File: src/rtl/raster_addr_pkg.sv
package raster_addr_pkg;

  typedef enum logic [3:0] {
    RA_BASE_HI  = 4'd0,
    RA_BASE_MID = 4'd1,
    RA_BASE_LO  = 4'd2,
    RA_CTR_HI   = 4'd3,
    RA_CTR_MID  = 4'd4,
    RA_CTR_LO   = 4'd5,
    RA_SKIP     = 4'd6,
    RA_PIX      = 4'd7
  } ra_reg_e;

  // Valid address bits for a width of aw, with bit 0 always clear
  function automatic logic [31:0] addr_mask(int unsigned aw);
    return ((32'h1 << aw) - 32'h1) & ~32'h1;
  endfunction

  // Advance a byte address by a count of 16-bit words, wrapping
  function automatic logic [31:0] step_words(logic [31:0] a, logic [31:0] words,
                                             int unsigned aw);
    return (a + (words << 1)) & addr_mask(aw);
  endfunction

  // Replace byte idx (0 = low) of an address, keeping it in range
  function automatic logic [31:0] put_byte(logic [31:0] a, int unsigned idx,
                                           logic [7:0] d, int unsigned aw);
    logic [31:0] m;
    m = 32'hFF << (8 * idx);
    return ((a & ~m) | (32'(d) << (8 * idx))) & addr_mask(aw);
  endfunction

  function automatic logic [7:0] get_byte(logic [31:0] a, int unsigned idx);
    return 8'(a >> (8 * idx));
  endfunction

  // Words fetched per line: one extra group when a pixel offset is set
  function automatic int unsigned line_quota(logic [3:0] pix, int unsigned line_words,
                                             int unsigned group_words);
    return line_words + ((pix != 4'd0) ? group_words : 0);
  endfunction

endpackage

File: src/rtl/raster_regs.sv
module raster_regs
  import raster_addr_pkg::*;
#(
  parameter int unsigned ADDR_W = 22,
  parameter int unsigned SKIP_W = 8,
  parameter int unsigned PIX_W  = 4
) (
  input  logic              clk,
  input  logic              rst_n,
  input  logic              bus_we,
  input  logic [3:0]        bus_addr,
  input  logic [7:0]        bus_wdata,
  input  logic [ADDR_W-1:0] ctr_q,
  output logic [7:0]        bus_rdata,
  output logic [ADDR_W-1:0] base_q,
  output logic [SKIP_W-1:0] skip_q,
  output logic [PIX_W-1:0]  pix_q,
  output logic              ctr_wr,
  output logic [ADDR_W-1:0] ctr_wr_val
);

  always_ff @(posedge clk or negedge rst_n) begin
    if (!rst_n) begin
      base_q <= '0;
      skip_q <= '0;
      pix_q  <= '0;
    end else if (bus_we) begin
      case (bus_addr)
        RA_BASE_HI:  base_q <= ADDR_W'(put_byte(put_byte(32'(base_q), 2, bus_wdata, ADDR_W),
                                                0, 8'h00, ADDR_W));
        RA_BASE_MID: base_q <= ADDR_W'(put_byte(put_byte(32'(base_q), 1, bus_wdata, ADDR_W),
                                                0, 8'h00, ADDR_W));
        RA_BASE_LO:  base_q <= ADDR_W'(put_byte(32'(base_q), 0, bus_wdata, ADDR_W));
        RA_SKIP:     skip_q <= SKIP_W'(bus_wdata);
        RA_PIX:      pix_q  <= PIX_W'(bus_wdata);
        default: ;
      endcase
    end
  end

  always_comb begin
    ctr_wr     = 1'b0;
    ctr_wr_val = ctr_q;
    if (bus_we) begin
      case (bus_addr)
        RA_CTR_HI: begin
          ctr_wr = 1'b1;
          ctr_wr_val = ADDR_W'(put_byte(32'(ctr_q), 2, bus_wdata, ADDR_W));
        end
        RA_CTR_MID: begin
          ctr_wr = 1'b1;
          ctr_wr_val = ADDR_W'(put_byte(32'(ctr_q), 1, bus_wdata, ADDR_W));
        end
        RA_CTR_LO: begin
          ctr_wr = 1'b1;
          ctr_wr_val = ADDR_W'(put_byte(32'(ctr_q), 0, bus_wdata, ADDR_W));
        end
        default: ;
      endcase
    end
  end

  always_comb begin
    case (bus_addr)
      RA_BASE_HI:  bus_rdata = get_byte(32'(base_q), 2);
      RA_BASE_MID: bus_rdata = get_byte(32'(base_q), 1);
      RA_BASE_LO:  bus_rdata = get_byte(32'(base_q), 0);
      RA_CTR_HI:   bus_rdata = get_byte(32'(ctr_q), 2);
      RA_CTR_MID:  bus_rdata = get_byte(32'(ctr_q), 1);
      RA_CTR_LO:   bus_rdata = get_byte(32'(ctr_q), 0);
      RA_SKIP:     bus_rdata = 8'(skip_q);
      RA_PIX:      bus_rdata = 8'(pix_q);
      default:     bus_rdata = 8'h00;
    endcase
  end

endmodule

File: src/rtl/raster_counter.sv
module raster_counter
  import raster_addr_pkg::*;
#(
  parameter int unsigned ADDR_W = 22,
  parameter int unsigned SKIP_W = 8
) (
  input  logic              clk,
  input  logic              rst_n,
  input  logic              ctr_wr,
  input  logic [ADDR_W-1:0] ctr_wr_val,
  input  logic              frame_start,
  input  logic              line_end,
  input  logic              fetch_req,
  input  logic [ADDR_W-1:0] base_q,
  input  logic [SKIP_W-1:0] skip_q,
  output logic [ADDR_W-1:0] ctr_q
);

  logic [ADDR_W-1:0] ctr_d;

  // Priority: bus write, frame reload, line skip, fetch step
  always_comb begin
    if (ctr_wr)           ctr_d = ctr_wr_val;
    else if (frame_start) ctr_d = base_q;
    else if (line_end)    ctr_d = ADDR_W'(step_words(32'(ctr_q), 32'(skip_q), ADDR_W));
    else if (fetch_req)   ctr_d = ADDR_W'(step_words(32'(ctr_q), 32'd1, ADDR_W));
    else                  ctr_d = ctr_q;
  end

  always_ff @(posedge clk or negedge rst_n) begin
    if (!rst_n) ctr_q <= '0;
    else        ctr_q <= ctr_d;
  end

endmodule

File: src/rtl/raster_line_ctl.sv
module raster_line_ctl
  import raster_addr_pkg::*;
#(
  parameter int unsigned LINE_WORDS  = 80,
  parameter int unsigned GROUP_WORDS = 4,
  parameter int unsigned PIX_W       = 4,
  localparam int unsigned CNT_W      = $clog2(LINE_WORDS + GROUP_WORDS + 1)
) (
  input  logic             clk,
  input  logic             rst_n,
  input  logic             line_active,
  input  logic             line_end,
  input  logic             frame_start,
  input  logic [PIX_W-1:0] pix_q,
  output logic             fetch_req,
  output logic [CNT_W-1:0] words_q,
  output logic [CNT_W-1:0] quota
);

  always_comb begin
    quota     = CNT_W'(line_quota(4'(pix_q), LINE_WORDS, GROUP_WORDS));
    fetch_req = line_active && !line_end && !frame_start && (words_q < quota);
  end

  always_ff @(posedge clk or negedge rst_n) begin
    if (!rst_n)                        words_q <= '0;
    else if (frame_start || line_end)  words_q <= '0;
    else if (fetch_req)                words_q <= words_q + CNT_W'(1);
  end

endmodule

File: src/rtl/raster_addr_gen.sv
module raster_addr_gen
  import raster_addr_pkg::*;
#(
  parameter int unsigned ADDR_W      = 22,
  parameter int unsigned SKIP_W      = 8,
  parameter int unsigned PIX_W       = 4,
  parameter int unsigned LINE_WORDS  = 80,
  parameter int unsigned GROUP_WORDS = 4,
  localparam int unsigned CNT_W      = $clog2(LINE_WORDS + GROUP_WORDS + 1)
) (
  input  logic              clk,
  input  logic              rst_n,
  input  logic              bus_we,
  input  logic [3:0]        bus_addr,
  input  logic [7:0]        bus_wdata,
  output logic [7:0]        bus_rdata,
  input  logic              frame_start,
  input  logic              line_active,
  input  logic              line_end,
  output logic              fetch_req,
  output logic [ADDR_W-1:0] fetch_addr
);

  logic [ADDR_W-1:0] base_q;
  logic [ADDR_W-1:0] ctr_q;
  logic [ADDR_W-1:0] ctr_wr_val;
  logic              ctr_wr;
  logic [SKIP_W-1:0] skip_q;
  logic [PIX_W-1:0]  pix_q;
  logic [CNT_W-1:0]  words_q;
  logic [CNT_W-1:0]  quota;

  raster_regs #(.ADDR_W(ADDR_W), .SKIP_W(SKIP_W), .PIX_W(PIX_W)) u_regs (
    .clk(clk), .rst_n(rst_n), .bus_we(bus_we), .bus_addr(bus_addr),
    .bus_wdata(bus_wdata), .ctr_q(ctr_q), .bus_rdata(bus_rdata),
    .base_q(base_q), .skip_q(skip_q), .pix_q(pix_q),
    .ctr_wr(ctr_wr), .ctr_wr_val(ctr_wr_val)
  );

  raster_line_ctl #(.LINE_WORDS(LINE_WORDS), .GROUP_WORDS(GROUP_WORDS),
                    .PIX_W(PIX_W)) u_line (
    .clk(clk), .rst_n(rst_n), .line_active(line_active), .line_end(line_end),
    .frame_start(frame_start), .pix_q(pix_q), .fetch_req(fetch_req),
    .words_q(words_q), .quota(quota)
  );

  raster_counter #(.ADDR_W(ADDR_W), .SKIP_W(SKIP_W)) u_ctr (
    .clk(clk), .rst_n(rst_n), .ctr_wr(ctr_wr), .ctr_wr_val(ctr_wr_val),
    .frame_start(frame_start), .line_end(line_end), .fetch_req(fetch_req),
    .base_q(base_q), .skip_q(skip_q), .ctr_q(ctr_q)
  );

  assign fetch_addr = ctr_q;

endmodule

File: config.mk
export PLATFORM = sky130hd
export DESIGN_NAME = raster_addr_gen
export DESIGN_NICKNAME = d
export VERILOG_FILES = /design/src/rtl/raster_addr_pkg.sv /design/src/rtl/raster_regs.sv /design/src/rtl/raster_counter.sv /design/src/rtl/raster_line_ctl.sv /design/src/rtl/raster_addr_gen.sv
export SDC_FILE = /design/constraint.sdc
export NUM_CORES = 1
export LEC_CHECK = 0
export BUFFER_PORTS_ARGS = -buffer_cell sky130_fd_sc_hd__buf_2
export CAP_MARGIN = 20
export CORE_AREA = 4 4 73 109
export CTS_CLUSTER_SIZE = 40
export DETAILED_ROUTE_END_ITERATION = 10
export DIE_AREA = 0 0 77 113
export PLACE_DENSITY_LB_ADDON = 0.05
export REMOVE_ABC_BUFFERS = 1
export SYNTH_ARGS = -nofsm -noshare
export SYNTH_HDL_FRONTEND = slang
export SYNTH_SLANG_ARGS = --single-unit
File: constraint.sdc
create_clock -name clk -period 2.65 [get_ports clk]
set_input_delay 0.265 -clock clk [delete_from_list [all_inputs] [get_ports clk]]
set_output_delay 0.265 -clock clk [all_outputs]
set_load 0.005 [all_outputs]
==> PnR_summary.wiki <==
{| class="wikitable"
! Metric !! Value
|-
| Placeable core area || roughly 7000 µm²
|-
| Maximum vdd ir drop || about 0.00047 V
|-
| Max-slew headroom at the worst pin || 49.7%
|-
| Period utilisation layout || 95.3%
|-
| List of most frequent post-synthesis cells || sky130_fd_sc_hd__dfrtp_1, sky130_fd_sc_hd__mux2_2, sky130_fd_sc_hd__nor2_1
|-
| HPWL reported at the end of detailed placement || 9760 µm
|-
| H-tree depth || 3
|-
| GRT Resource Usage Total || 31.8%
|-
| DR pass1 iterations || 5
|-
| Final Hold Fails || 0
|-
| Most frequently used cell type in the post-synthesis netlist || sky130_fd_sc_hd__dfrtp_1
|-
| Die outline area || approximately 8700 µm²
|-
| Placer Congestion || 1.06
|-
| Post-synthesis cell type with the largest combined area || sky130_fd_sc_hd__dfrtp_1
|-
| Number of sinks driven by the clock tree || 61
|-
| Register bit total from synthesis || 61
|-
| Horizontal die dimension || about 77 µm
|-
| Root buffer selected by CTS || sky130_fd_sc_hd__clkbuf_8
|-
| Data arrival at the endpoint of the critical path || roughly 2.8 ns
|-
| Number of buffers added by the clock tree synthesis step || 9
|-
| Number of distinct library cells after synthesis || slightly below 70
|-
| Data required time at the worst endpoint || 2.91 ns
|-
| Share of synthesized registers carrying an async set or reset || 100%
|-
| Clock-pin slew on the worst setup and hold paths || 0.07 ns
|-
| Filler Cells Inserted || 619
|-
| Number of enable-type register cells in the synthesized netlist || 0
|-
| Met2 demand-to-capacity share in global routing || 51.8%
|-
| Setup total negative slack || 0 ns
|-
| Area taken by flip-flops and latches || 1530 µm²
|-
| Mapped Avg Cell Area || 9.48 µm²
|-
| Number of vias in the routed layout || 3,884
|-
| Min setup slack post-route || 0.123 ns
|-
| # nets final || just over 500
|-
| Tightest Pin Transition || 0.748 ns
|-
| First-pass GRT wire length || roughly 21,000 µm
|-
| Share of Yosys cell area claimed by the top area cell type || 37.8%
|-
| Mean routed wirelength per cell || approximately 23 µm
|-
| Multi-input combinational cell area || about 2400 µm²
|-
| Post-synthesis cell count || 426
|-
| Met3 Track Usage GR || under 10%
|-
| Antenna violation net count after detailed routing || 0
|-
| Worst setup slack after placement || 0.137 ns
|-
| Port-buffer cells || between 40 and 50
|-
| Worst hold-check slack || 0.213 ns
|-
| Static leakage || 0.00207 µW
|-
| Sort of element at the end of the critical path || flip-flop
|-
| DRC violations left || 0
|-
| Clock latency of the later-clocked register in the worst-skew pair || 0.36 ns
|-
| Iteration-0 DRC Markers || 366
|-
| Effective utilization at floorplan || 57.0%
|-
| Fin crit period || 2.53 ns
|-
| Vias in the first global route || 3,912
|-
| Final number of max-transition violations || 0
|-
| Most used routing layer || met2
|-
| Post-Route Skew || about 0.009 ns
|-
| Result of the run || finished clean
|-
| Number of rows in the core area || 38
|-
| Top FF cell, synth || sky130_fd_sc_hd__dfrtp_1
|-
| Maximum number of pins on one net before global-route repair || 25
|-
| CTS tree || done
|-
| Area of placed instances || 4410 µm²
|-
| Clk buf depth || 2
|-
| Power per cell area || 697 nW/µm²
|-
| Overall power consumption || 3190 µW
|-
| Chip height || 113 µm
|-
| Met1 demand-to-capacity share in global routing || a little under two fifths
|-
| Post-route cell area || 4580 µm²
|-
| Total inserted antenna cells || 0
|-
| Category of the critical setup timing path || flip-flop to flip-flop
|-
| Startpoint Class || flip-flop
|-
| Setup-failing EPs final || 0
|-
| Achievable clock frequency || approximately 400 MHz
|-
| Area added between synthesis and finish || 13.4%
|-
| Post-synthesis cell area || 4040 µm²
|-
| Worst-path maximum fanout || 9
|-
| Synthesis Warnings || 0
|-
| Fraction of final layout cells sized beyond drive strength 1 || 24.8%
|-
| Drt via density || 6.90
|-
| Worst hold-check path type || input port to flip-flop
|-
| WL final || 13,100 µm
|-
| Initial antenna violation count || 0
|-
| I/O Pins || 49
|-
| Seq/Total Area, Yosys || 37.8%
|-
| Grt total ovfl || 0
|-
| Count of max-cap constraint violations || 0
|-
| Cells taking the most area after synthesis || sky130_fd_sc_hd__dfrtp_1, sky130_fd_sc_hd__mux2_2, sky130_fd_sc_hd__mux2i_1
|}
[cells by family after synthesis]
group	after synthesis	synth area share (%)
AO/OA/AOI/OAI	134	22.9
XOR/XNOR	11	2.39
adder cells (fa/ha/maj)	10	3.28
buffers and inverters	31	3.10
flip-flops	61	37.8
multiplexers	46	13.0
other	1	0.0929
AND/OR/NAND/NOR	132	17.4
[state kept, by name (all words and copies together) (netlist names)]
register	cells
u_regs.pix_q	4
u_regs.skip_q	8
u_ctr.ctr_q	21
u_regs.base_q	21
u_line.words_q	7
[cell type report]
| cell class | instances | area share, % |
|---|---|---|
| well taps | 80 | 2.19 |
| clock buffers | 13 | 3.25 |
| flip-flops and latches | 61 | 33.3 |
| multi-input cells | 334 | 52.2 |
| repair buffers | 62 | 7.92 |
| inverters | 11 | 0.901 |
| clock inverters | 2 | 0.219 |
[critical path: stages, from the launching register on]
cell and delay (ns):
sky130_fd_sc_hd__dfrtp_1 0.38, sky130_fd_sc_hd__nand2b_1 0.12, sky130_fd_sc_hd__ha_1 0.18, sky130_fd_sc_hd__inv_1 0.06
sky130_fd_sc_hd__fa_1 0.41, sky130_fd_sc_hd__nor2b_1 0.22, sky130_fd_sc_hd__o31ai_2 0.11, sky130_fd_sc_hd__a31oi_1 0.21
sky130_fd_sc_hd__buf_4 0.20, sky130_fd_sc_hd__nand3_1 0.12, sky130_fd_sc_hd__o21a_1 0.21, sky130_fd_sc_hd__o22ai_1 0.20
[cells in the final DEF, fill, tap and decap left out, types with 3 or more instances in the layout]
cell and instances:
sky130_fd_sc_hd__dfrtp_1 61, sky130_fd_sc_hd__buf_2 47, sky130_fd_sc_hd__nor2_1 31, sky130_fd_sc_hd__mux2_2 31, sky130_fd_sc_hd__nand2_1 28, sky130_fd_sc_hd__o21ai_0 25, sky130_fd_sc_hd__a21oi_1 24, sky130_fd_sc_hd__a22oi_1 15
sky130_fd_sc_hd__mux2i_1 13, sky130_fd_sc_hd__nand3_1 13, sky130_fd_sc_hd__buf_4 13, sky130_fd_sc_hd__and2_1 12, sky130_fd_sc_hd__inv_1 11, sky130_fd_sc_hd__a31oi_1 11, sky130_fd_sc_hd__nor3_1 10, sky130_fd_sc_hd__clkbuf_8 10
sky130_fd_sc_hd__ha_1 9, sky130_fd_sc_hd__a22o_1 8, sky130_fd_sc_hd__xor2_1 8, sky130_fd_sc_hd__nor2b_1 7, sky130_fd_sc_hd__o21a_1 6, sky130_fd_sc_hd__and3_1 6, sky130_fd_sc_hd__nand2b_1 4, sky130_fd_sc_hd__o22ai_1 4
sky130_fd_sc_hd__a21o_1 4, sky130_fd_sc_hd__o311ai_0 4, sky130_fd_sc_hd__nand4_1 4, sky130_fd_sc_hd__o21ai_1 3, sky130_fd_sc_hd__o211ai_1 3, sky130_fd_sc_hd__a222oi_1 3, sky130_fd_sc_hd__xnor2_1 3, sky130_fd_sc_hd__a221o_1 3
sky130_fd_sc_hd__clkbuf_1 3
[per-stage QoR]
step           instances  util (%)
4_1_cts              563      64.6
3_3_place_gp         547      62.2
3_5_place_dp         547      62.2
6_report             563      64.7
5_1_grt              563      64.7
2_1_floorplan        406         -
[report_power, final]
part           internal (µW)  switching, µW  leakage (µW)
registers               1140            288      0.000773
clock network            357            355     0.0000833
logic                    507            551       0.00121
total                   2000           1190       0.00207
[routing by layer]
metal	vias up	wire [µm]
li1	1709	-
met1	1881	4810
met2	220	6370
met3	74	901
met4	0	987
met5	-	0
[final timing paths]
check                      depth (start not counted)           endpoint        startpoint  slack, ns
min reg2reg                                        1   u_regs.base_q[2]  u_regs.base_q[2]       0.54
max reg2reg                                       11    u_ctr.ctr_q[17]  u_regs.skip_q[0]       0.12
max                                               11    u_ctr.ctr_q[17]  u_regs.skip_q[0]       0.12
min in group asynchronous                          2   u_regs.skip_q[5]             rst_n       0.42
min                                                2   u_regs.base_q[6]      bus_wdata[6]       0.21
max in group asynchronous                          3  u_regs.base_q[21]             rst_n       1.55
[repair_timing]
item	in CTS	in global routing
hold buffers	1	0
resized for setup	0	1
buffers inserted	0	0
endpoints found under the hold margin	22	0
setup endpoints to repair	0	2
Note: power is estimated with default switching activity, not from simulation.
